--- src/rtl/vlm_pkg.sv ---
package vlm_pkg;

    typedef enum logic [2:0] {
        ST_IDLE,
        ST_PICK,
        ST_REQ,
        ST_RSP,
        ST_WB,
        ST_DONE,
        ST_ERR
    } vlm_state_e;

    localparam int          ELEM_BITS  = 32;
    localparam int          ELEM_BYTES = ELEM_BITS / 8;
    localparam logic [4:0]  SP_SEL     = 5'd31;
    localparam int          SP_ALIGN_B = 4;

endpackage

--- src/rtl/vlm_start_addr.sv ---
module vlm_start_addr
    import vlm_pkg::*;
#(
    parameter int ADDR_W = 64,
    parameter int WORDS  = 4
) (
    input  logic [ADDR_W-1:0] base,
    input  logic [3:0]        imm,
    input  logic              quad,
    output logic [ADDR_W-1:0] start
);
    // log2 of the bytes in one register
    localparam int REG_SH = $clog2(WORDS) + $clog2(ELEM_BYTES);

    logic [ADDR_W-1:0] imm_x;
    logic [ADDR_W-1:0] offs;

    always_comb begin
        imm_x = {{(ADDR_W-4){imm[3]}}, imm};
        offs  = quad ? (imm_x << (REG_SH + 2)) : (imm_x << (REG_SH + 1));
        start = base + offs;
    end
endmodule

--- src/rtl/vlm_active.sv ---
module vlm_active #(
    parameter int WORDS = 4,
    parameter int CNT_W = 5
) (
    input  logic [1:0]               reg_i,
    input  logic [$clog2(WORDS)-1:0] elem_i,
    input  logic [CNT_W-1:0]         count,
    output logic                     active
);
    localparam int EW = $clog2(WORDS);

    logic [EW+1:0] idx;

    always_comb begin
        idx    = {reg_i, elem_i};
        active = ({{(CNT_W-EW-2){1'b0}}, idx} < count);
    end
endmodule

--- src/rtl/vlm_lane_buf.sv ---
module vlm_lane_buf #(
    parameter int WORDS = 4
) (
    input  logic                     clk,
    input  logic                     rst_n,
    input  logic                     wr_en,
    input  logic [$clog2(WORDS)-1:0] wr_lane,
    input  logic [31:0]              wr_data,
    output logic [32*WORDS-1:0]      vec
);
    localparam int EW = $clog2(WORDS);

    logic [31:0] lane_q [WORDS];

    for (genvar g = 0; g < WORDS; g++) begin : g_lane
        always_ff @(posedge clk or negedge rst_n) begin
            if (!rst_n) begin
                lane_q[g] <= '0;
            end else if (wr_en && (wr_lane == EW'(g))) begin
                lane_q[g] <= wr_data;
            end
        end
        assign vec[32*g +: 32] = lane_q[g];
    end
endmodule

--- src/rtl/vec_multi_load_seq.sv ---
module vec_multi_load_seq
    import vlm_pkg::*;
#(
    parameter  int VLEN   = 128,
    parameter  int ADDR_W = 64,
    parameter  int IDX_W  = 5,
    localparam int WORDS  = VLEN / ELEM_BITS,
    localparam int CNT_W  = $clog2(4 * WORDS + 1),
    localparam int ZT_W   = IDX_W - 1
) (
    input  logic              clk,
    input  logic              rst_n,
    input  logic              cmd_valid,
    output logic              cmd_ready,
    input  logic [ADDR_W-1:0] cmd_base,
    input  logic [ADDR_W-1:0] cmd_sp,
    input  logic [4:0]        cmd_rn,
    input  logic [3:0]        cmd_imm,
    input  logic              cmd_quad,
    input  logic [ZT_W-1:0]   cmd_zt,
    input  logic [CNT_W-1:0]  cmd_count,
    output logic              mem_req_valid,
    input  logic              mem_req_ready,
    output logic [ADDR_W-1:0] mem_req_addr,
    output logic              mem_req_nt,
    input  logic              mem_rsp_valid,
    input  logic [31:0]       mem_rsp_data,
    output logic              wb_valid,
    output logic [IDX_W-1:0]  wb_idx,
    output logic [VLEN-1:0]   wb_data,
    output logic              done,
    output logic              align_err
);
    localparam int EW = $clog2(WORDS);

    vlm_state_e state_q, state_d;

    logic [ADDR_W-1:0] addr_q;
    logic [1:0]        reg_q;
    logic [EW-1:0]     elem_q;
    logic              quad_q;
    logic [ZT_W-1:0]   zt_q;
    logic [CNT_W-1:0]  count_q;

    logic [ADDR_W-1:0] sel_base;
    logic [ADDR_W-1:0] start_addr;
    logic              use_sp;
    logic              sp_bad;
    logic              elem_active;
    logic              last_elem;
    logic              last_reg;
    logic              advance;
    logic              lane_we;
    logic [31:0]       lane_wd;
    logic [IDX_W-1:0]  first_idx;

    // ---------------------------------------------------------------
    // Command-side decode
    // ---------------------------------------------------------------
    always_comb begin
        use_sp   = (cmd_rn == SP_SEL);
        sel_base = use_sp ? cmd_sp : cmd_base;
        sp_bad   = use_sp && (cmd_sp[SP_ALIGN_B-1:0] != '0);
    end

    vlm_start_addr #(
        .ADDR_W (ADDR_W),
        .WORDS  (WORDS)
    ) u_start (
        .base  (sel_base),
        .imm   (cmd_imm),
        .quad  (cmd_quad),
        .start (start_addr)
    );

    vlm_active #(
        .WORDS (WORDS),
        .CNT_W (CNT_W)
    ) u_active (
        .reg_i  (reg_q),
        .elem_i (elem_q),
        .count  (count_q),
        .active (elem_active)
    );

    always_comb begin
        last_elem = (elem_q == EW'(WORDS - 1));
        last_reg  = quad_q ? (reg_q == 2'd3) : (reg_q == 2'd1);
        advance   = ((state_q == ST_PICK) && !elem_active) ||
                    ((state_q == ST_RSP) && mem_rsp_valid);
        lane_we   = advance;
        lane_wd   = (state_q == ST_RSP) ? mem_rsp_data : 32'd0;
        first_idx = quad_q ? {zt_q[ZT_W-2:0], 2'b00} : {zt_q, 1'b0};
    end

    vlm_lane_buf #(
        .WORDS (WORDS)
    ) u_lanes (
        .clk     (clk),
        .rst_n   (rst_n),
        .wr_en   (lane_we),
        .wr_lane (elem_q),
        .wr_data (lane_wd),
        .vec     (wb_data)
    );

    // ---------------------------------------------------------------
    // Next-state logic
    // ---------------------------------------------------------------
    always_comb begin
        state_d = state_q;
        unique case (state_q)
            ST_IDLE: begin
                if (cmd_valid) begin
                    state_d = sp_bad ? ST_ERR : ST_PICK;
                end
            end
            ST_PICK: begin
                if (elem_active) begin
                    state_d = ST_REQ;
                end else if (last_elem) begin
                    state_d = ST_WB;
                end
            end
            ST_REQ: begin
                if (mem_req_ready) begin
                    state_d = ST_RSP;
                end
            end
            ST_RSP: begin
                if (mem_rsp_valid) begin
                    state_d = last_elem ? ST_WB : ST_PICK;
                end
            end
            ST_WB:   state_d = last_reg ? ST_DONE : ST_PICK;
            ST_DONE: state_d = ST_IDLE;
            ST_ERR:  state_d = ST_IDLE;
            default: state_d = ST_IDLE;
        endcase
    end

    // ---------------------------------------------------------------
    // State register
    // ---------------------------------------------------------------
    always_ff @(posedge clk or negedge rst_n) begin
        if (!rst_n) begin
            state_q <= ST_IDLE;
        end else begin
            state_q <= state_d;
        end
    end

    // ---------------------------------------------------------------
    // Walk counters and latched command
    // ---------------------------------------------------------------
    always_ff @(posedge clk or negedge rst_n) begin
        if (!rst_n) begin
            addr_q  <= '0;
            reg_q   <= '0;
            elem_q  <= '0;
            quad_q  <= 1'b0;
            zt_q    <= '0;
            count_q <= '0;
        end else if ((state_q == ST_IDLE) && cmd_valid) begin
            addr_q  <= start_addr;
            reg_q   <= '0;
            elem_q  <= '0;
            quad_q  <= cmd_quad;
            zt_q    <= cmd_zt;
            count_q <= cmd_count;
        end else if (advance) begin
            addr_q  <= addr_q + ADDR_W'(ELEM_BYTES);
            elem_q  <= elem_q + 1'b1;
        end else if (state_q == ST_WB) begin
            reg_q   <= reg_q + 1'b1;
        end
    end

    // ---------------------------------------------------------------
    // Outputs
    // ---------------------------------------------------------------
    always_comb begin
        cmd_ready     = 1'b0;
        mem_req_valid = 1'b0;
        mem_req_nt    = 1'b0;
        wb_valid      = 1'b0;
        done          = 1'b0;
        align_err     = 1'b0;
        mem_req_addr  = addr_q;
        wb_idx        = first_idx + IDX_W'(reg_q);
        unique case (state_q)
            ST_IDLE: cmd_ready = 1'b1;
            ST_REQ: begin
                mem_req_valid = 1'b1;
                mem_req_nt    = 1'b1;
            end
            ST_WB:   wb_valid  = 1'b1;
            ST_DONE: done      = 1'b1;
            ST_ERR:  align_err = 1'b1;
            default: ;
        endcase
    end
endmodule

--- config.mk ---
export PLATFORM = sky130hd
export DESIGN_NAME = vec_multi_load_seq
export DESIGN_NICKNAME = d
export VERILOG_FILES = /design/src/rtl/vlm_pkg.sv /design/src/rtl/vlm_start_addr.sv /design/src/rtl/vlm_active.sv /design/src/rtl/vlm_lane_buf.sv /design/src/rtl/vec_multi_load_seq.sv
export SDC_FILE = /design/constraint.sdc
export NUM_CORES = 1
export LEC_CHECK = 0
export BUFFER_PORTS_ARGS = -buffer_cell sky130_fd_sc_hd__buf_2
export CAP_MARGIN = 15
export CORE_ASPECT_RATIO = 2
export CORE_MARGIN = 8
export CORE_UTILIZATION = 40
export CTS_CLUSTER_SIZE = 16
export DETAILED_ROUTE_END_ITERATION = 8
export PLACE_DENSITY = 0.65
export SLEW_MARGIN = 30
export SYNTH_ARGS = -nofsm -noshare
export SYNTH_HDL_FRONTEND = slang
export SYNTH_HIERARCHICAL = 1
export SYNTH_SLANG_ARGS = --single-unit
export TNS_END_PERCENT = 100
--- constraint.sdc ---
create_clock -name clk -period 4.4 [get_ports clk]
set_input_delay 0.88 -clock clk [delete_from_list [all_inputs] [get_ports clk]]
set_output_delay 0.88 -clock clk [all_outputs]
set_load 0.01 [all_outputs]
* Word level (Yosys, flattened, before mapping)
Cells that the tools add are included.
** Word-level totals
- Register bits after elaboration :: 209
- Latch bits :: 0
- RAM bits :: 0
- Bits in read-only memories :: 0
- Output and inout port bits :: 203
- Memories :: 0
** Cells by class
- Add/subtract/negate cells :: 5
- Multiply operators :: 0
- Div/mod/pow operators :: 0
- Magnitude comparators :: 1
- Equality and inequality tests :: 17
- Shifts and indexed selects :: 0
- Multiplexer cells :: 26
- Bitwise logic cells :: 0
- Reduce and logical (&&, ||, !) cells :: 17
** Operators by type and width (count)
- 64-bit two-way mux :: 3
- 64-bit by 3-bit adder with 64-bit output (second input constant) :: 1
- 64-bit adder :: 1
- 32-bit two-way mux :: 1
- 3-bit two-way mux :: 8
- 3-bit one-hot mux with 5 select lines :: 1
- 2-bit two-way mux :: 5
- 3-bit == test (second input constant) :: 3
- 9-bit two-way mux :: 1
- 1-bit logical AND :: 8
- 2-bit inequality test (second input constant) :: 4
- 2-bit == test (second input constant) :: 3
- 3-bit by 2-bit == test with 1-bit output (second input constant) :: 2
- 1-bit two-way mux :: 6
- 5-bit by 2-bit adder with 5-bit output :: 1
- 5-bit == test (second input constant) :: 1
- 4-bit by 5-bit less-than comparator with 1-bit output :: 1
- 5-bit two-way mux :: 1
- 2-bit by 1-bit adder with 2-bit output (second input constant) :: 2
- 2-bit by 1-bit == test with 1-bit output (second input constant) :: 2
- 4-bit AND reduction :: 1
- 2-bit nonzero test :: 2
- 4-bit nonzero test :: 1
- 3-bit by 1-bit == test with 1-bit output (second input constant) :: 1
- other kinds (6) :: 6

* Depth between registers and ports, before layout
- Depth in word-level cells :: 6
- Gate-level depth with buffers :: 21

* Modules after synthesis
The synthesis kept the hierarchy.
** By module, submodules not included
- vec_multi_load_seq :: times used 1, cells each 732, area each 6117.1 um2
- vlm_lane_buf :: times used 1, cells each 272, area each 4744.6 um2
- vlm_start_addr :: times used 1, cells each 492, area each 3373.2 um2
- vlm_active :: times used 1, cells each 12, area each 90.1 um2

* Least setup slack after synthesis
OpenSTA, ideal clock, no wires.
- Path type :: input to register
- From :: input cmd_rn[2]
- To :: register addr_q[60], in the netlist mem_req_addr[60]
- Arrival :: 4913 ps
- Data required time :: 4276 ps
- Slack :: -637 ps
- Cell stages on the path :: 21
- Path buffers :: 3
- Cells stage by stage :: and3_1 > nand3_1 > clkbuf_1 > buf_1 > mux2_2 > ha_1 > buf_2 > nand2_1 > nor4_1 > a22oi_1 > o21ai_1 > a41oi_4 > o221a_4 > o41a_1 > o21ai_4 > a21oi_2 > xnor2_1 > and2_1 > a31oi_1 > o41a_1 > nand2_1
** Between the ends
- Longest elaborated chain between the ends :: 4
** Ends and longest elaborated chain
- start: declaration :: line vec_multi_load_seq.sv:17 : input logic [4:0] cmd_rn,
- 5-bit == test :: line vec_multi_load_seq.sv:61 : use_sp = (cmd_rn == SP_SEL);
- 64-bit two-way mux :: line vec_multi_load_seq.sv:62 : sel_base = use_sp ? cmd_sp : cmd_base;
- named net sel_base[29] :: line vec_multi_load_seq.sv:45 : logic [ADDR_W-1:0] sel_base;
- 64-bit adder :: line vlm_start_addr.sv:21 : start = base + offs;
- named net start_addr[60] :: line vec_multi_load_seq.sv:46 : logic [ADDR_W-1:0] start_addr;
- 64-bit two-way mux :: line vec_multi_load_seq.sv:164 : end else if ((state_q == ST_IDLE) && cmd_valid) begin
- end signal: assignment :: line vec_multi_load_seq.sv:165 : addr_q <= start_addr;
- end signal: assignment :: line vec_multi_load_seq.sv:172 : addr_q <= addr_q + ADDR_W'(ELEM_BYTES);
- end: declaration :: line vec_multi_load_seq.sv:38 : logic [ADDR_W-1:0] addr_q;
The timed path passes the listed nets, and every way through them passes these cells.
A chain may end at the register's enable or synchronous reset.

* Worst setup path after layout
- From :: input cmd_rn[2]
- To :: register addr_q[56], in the netlist mem_req_addr[56]
The elaborated chain is that of the path after synthesis.

==> out/qor.yml <==
sta:
  relSlewSlack: 0.4074
  skew_ns: 0.02932
  worst-slew-pin-transition_ns: 0.8765
  timing.final.setup_violations: 0
  final_period_minus_worst_setup_slack_ns: 4.289
  hold_viol: 0
  fmaxAchievable_ghz: 0.2332
  worst_slack_ns: 0.1115
  rsz_0062_raised_after_global_routing: "true"
  timing.final.max_slew_violations: 0
  fin_crit_sh: 0.9747
critical_path:
  worst-endpoint-arrival_ns: 4.67
  path_delay_family: "compound AO/OA/AOI/OAI gates"
  critical_path_required_ns: 4.78
  cpMaxStageDelayCell: "sky130_fd_sc_hd__o41a_1"
  timing.critical_path.cells: "buf_2 -> and3_1 -> nand3_4 -> buf_4 -> mux2_2 -> ha_2 -> a21oi_1 -> a311o_1 -> a21boi_4 -> a41oi_4 -> o221a_4 -> o41a_1 -> o21ai_4 -> buf_4 -> a21boi_2 -> xnor2_1 -> a221oi_1 -> nand3_1"
  setup.worst_path.class: "primary input to flip-flop"
  critPathLaunchType: "primary input"
  critical_path_buf_inv_count: 3
  worst_path_most_repeated_cell: "sky130_fd_sc_hd__buf_4"
  end_kind: "flip-flop"
  cp_max_fo: 6
  slowest_delay_ns: 0.38
placed_design:
  detailed_place.area_mm2: 0.01830
  gp_routability_congestion: 0.9512
  place.detailed.hpwl_mm: 41.64
  placement.io_buffers: 386
  preCtsSetupSlack_ns: -0.6086
final_layout:
  num-nets-final: 2297
  stdcell_area_mm2: 0.01921
  flow.area_growth_from_synthesis_pct: 34.07
  mostFrequentLayoutCell: "sky130_fd_sc_hd__buf_2"
  post_route_cells_drive_above_1_share: 0.4340
  most_used_cells_in_the_layout_excluding_fill_and_tap_cells: "385 x sky130_fd_sc_hd__buf_2, 211 x sky130_fd_sc_hd__buf_4, 209 x sky130_fd_sc_hd__dfrtp_1, 192 x sky130_fd_sc_hd__mux2_2, 166 x sky130_fd_sc_hd__nand2_1"
route:
  dr.first_iter.drc_count: 695
  drc: 0
  drt-pass1-iter-count: 5
  antenna_violating_nets_post_route: 0
  finalWirelength_mm: 52.38
  num_vias: 14148
  wl_per_cell_um: 20.86
  avgViaCountPerCell: 5.634
floorplan:
  design.die.area_mm2: 0.04249
  die_width_um: 149.8
  core_region_area_mm2: 0.03556
  ioPinCount: 387
  y_dimension_of_the_die_um: 283.6
  floorplan.initialDensity: 0.4029
  placementRows: 98
clocking:
  clock_tree.htree_level_count: 1
  ctsLongestPathBuffers: 3
  cts_sinks: 209
  numCtsBuffers: 20
  clk_transition_reported_paths_ns: 0.07
  tritoncts: "done"
  clkLatencyLatePin_ns: 0.53
  clock_root_buffer: "sky130_fd_sc_hd__clkbuf_16"
  hold_buffers: 0
yosys:
  ys_warn_count: 6
  asyncSetResetFlopFracSynth: 1.000
  synth_area_per_cell_um2: 9.499
  synth_ff_type: "sky130_fd_sc_hd__dfrtp_1"
  seq_area_frac_synth: 0.3651
  yosys_register_bits: 209
  syn_nets: 1758
  synthesis.instances: 1508
  netlist_area_mm2: 0.01432
  post_synth_num_cell_types: 80
  synth_enable_flop_cells: 0
grt:
  first_global_vias: 15062
  grt_antenna_before_repair: 0
  grt_overflow: 0
  overall_routing_resource_usage: 0.2388
  pin_count_of_the_biggest_net_entering_global_routing: 102
  grt_first_pass_wirelength_mm: 81.14
flow_run:
  max_cap_violations: 0
status:
  status: "finished, final reports clean"
hold_path:
  class_of_the_tightest_hold_or_removal_check: "primary input to asynchronous set/reset pin"
power_and_ir_drop:
  static-leakage-power_nw: 9.677
  powerDensity_mw_per_mm2: 498.8
  max-vdd-ir-drop_mv: 0.3609
report_power, final:
group	leakage [nW]	total (W)	internal [W]	switching (W)
clock	0.337	0.00183	0.00102	0.000801
combinational	6.58	0.00442	0.00189	0.00253
sequential	2.76	0.00334	0.00258	0.000756
state kept, by name, summed over array words and instances, names as in the netlist:
| signal | count |
|---|---|
| reg_q | 2 |
| state_q | 3 |
| mem_req_addr | 64 |
| elem_q | 2 |
| zt_q | 4 |
| u_lanes/vec | 128 |
| count_q | 5 |
| quad_q | 1 |
cells in the mapped netlist, types with 4 or more instances:
master	number	area (µm²)
sky130_fd_sc_hd__clkbuf_1	53	198.9
sky130_fd_sc_hd__nand3_1	54	270.3
sky130_fd_sc_hd__nor4_1	24	150.1
sky130_fd_sc_hd__o31ai_1	15	112.6
sky130_fd_sc_hd__and3_1	44	275.3
sky130_fd_sc_hd__a211oi_1	4	30.03
sky130_fd_sc_hd__buf_2	15	75.07
sky130_fd_sc_hd__o21a_1	6	45.04
sky130_fd_sc_hd__nor2b_1	12	75.07
sky130_fd_sc_hd__nor2_1	77	289.0
sky130_fd_sc_hd__nand2b_1	8	50.05
sky130_fd_sc_hd__a21oi_1	81	405.4
sky130_fd_sc_hd__nor4b_1	5	43.79
sky130_fd_sc_hd__dfrtp_1	209	5230
sky130_fd_sc_hd__a221o_1	6	60.06
sky130_fd_sc_hd__inv_1	32	120.1
sky130_fd_sc_hd__buf_4	10	75.07
sky130_fd_sc_hd__or4_1	9	67.56
sky130_fd_sc_hd__a21o_1	29	217.7
sky130_fd_sc_hd__xor2_1	34	297.8
sky130_fd_sc_hd__ha_1	65	813.3
sky130_fd_sc_hd__nor3_1	27	135.1
sky130_fd_sc_hd__buf_1	6	22.52
sky130_fd_sc_hd__a31oi_1	11	68.82
sky130_fd_sc_hd__mux2i_1	15	150.1
sky130_fd_sc_hd__and2_1	13	81.33
sky130_fd_sc_hd__o211ai_1	15	112.6
sky130_fd_sc_hd__o21ai_0	55	275.3
sky130_fd_sc_hd__o21ai_1	4	20.02
sky130_fd_sc_hd__xnor2_1	45	394.1
sky130_fd_sc_hd__o21bai_1	14	105.1
sky130_fd_sc_hd__a22oi_1	16	120.1
sky130_fd_sc_hd__nand4_1	59	369.1
sky130_fd_sc_hd__mux2_2	194	2185
sky130_fd_sc_hd__or3_1	7	43.79
sky130_fd_sc_hd__nand2_1	167	626.9
final timing paths:
path,cells after the start,endpoint,start,slack (ns)
hold reg to reg,2,count_q[2],count_q[2],0.48
min in group clk,2,count_q[2],count_q[2],0.48
hold / removal,1,u_lanes/vec[104],rst_n,0.44
setup reg to reg,11,mem_req_addr[42],elem_q[1],1.01
max in group asynchronous,2,u_lanes/vec[19],rst_n,2.93
setup / recovery,18,mem_req_addr[56],cmd_rn[2],0.11
cell type report:
| class | count | area [µm²] |
|---|---|---|
| Antenna cell | 1 | 2.502 |
| Clock buffer | 24 | 545.5 |
| Clock inverter | 11 | 153.9 |
| Fill cell | 3306 | 16350 |
| Inverter | 33 | 123.9 |
| Multi-Input combinational cell | 1181 | 8967 |
| Sequential cell | 209 | 5230 |
| Tap cell | 450 | 563.0 |
| Timing Repair Buffer | 602 | 3620 |
logic make-up after synthesis:
logic type,share of synthesized area
simple gates,0.1870
mux,0.1646
compound gates,0.1419
buf+inv,0.03494
xor+xnor,0.04830
flops,0.3651
fa+ha+maj,0.05817
layer usage:
layer,wire (µm),global-route usage,vias up
met4,3624,0.1469,0
met2,28150,0.4549,496
met3,2959,0.03736,158
met1,17640,0.2303,6860
li1,-,-,6634
met5,0,0,-
what timing repair did:
action                                  4_1_cts  5_1_grt
pin swaps                                     0        5
buffers inserted                              0        4
gates resized for setup                       1       32
endpoints found under the setup margin        3       15
metrics by stage:
stage / power [W] / TNS [ns] / hold slack [ns] / instances / utilization
final: 0.009581 / 0 / 0.4442 / 2511 / 0.5401
after global routing: 0.01020 / -0.1059 / 0.5110 / 2510 / 0.5400
after CTS: 0.009624 / 0 / 0.4666 / 2506 / 0.5346
after detailed placement: 0.007755 / -8.495 / 0.4621 / 2471 / 0.5147
after global placement: 0.007650 / -6.801 / 0.4548 / 2471 / 0.5145
after floorplan: 0.005688 / -0.04389 / 0.4358 / 1508 / -
No activity file was read; power rests on OpenSTA's default activity.
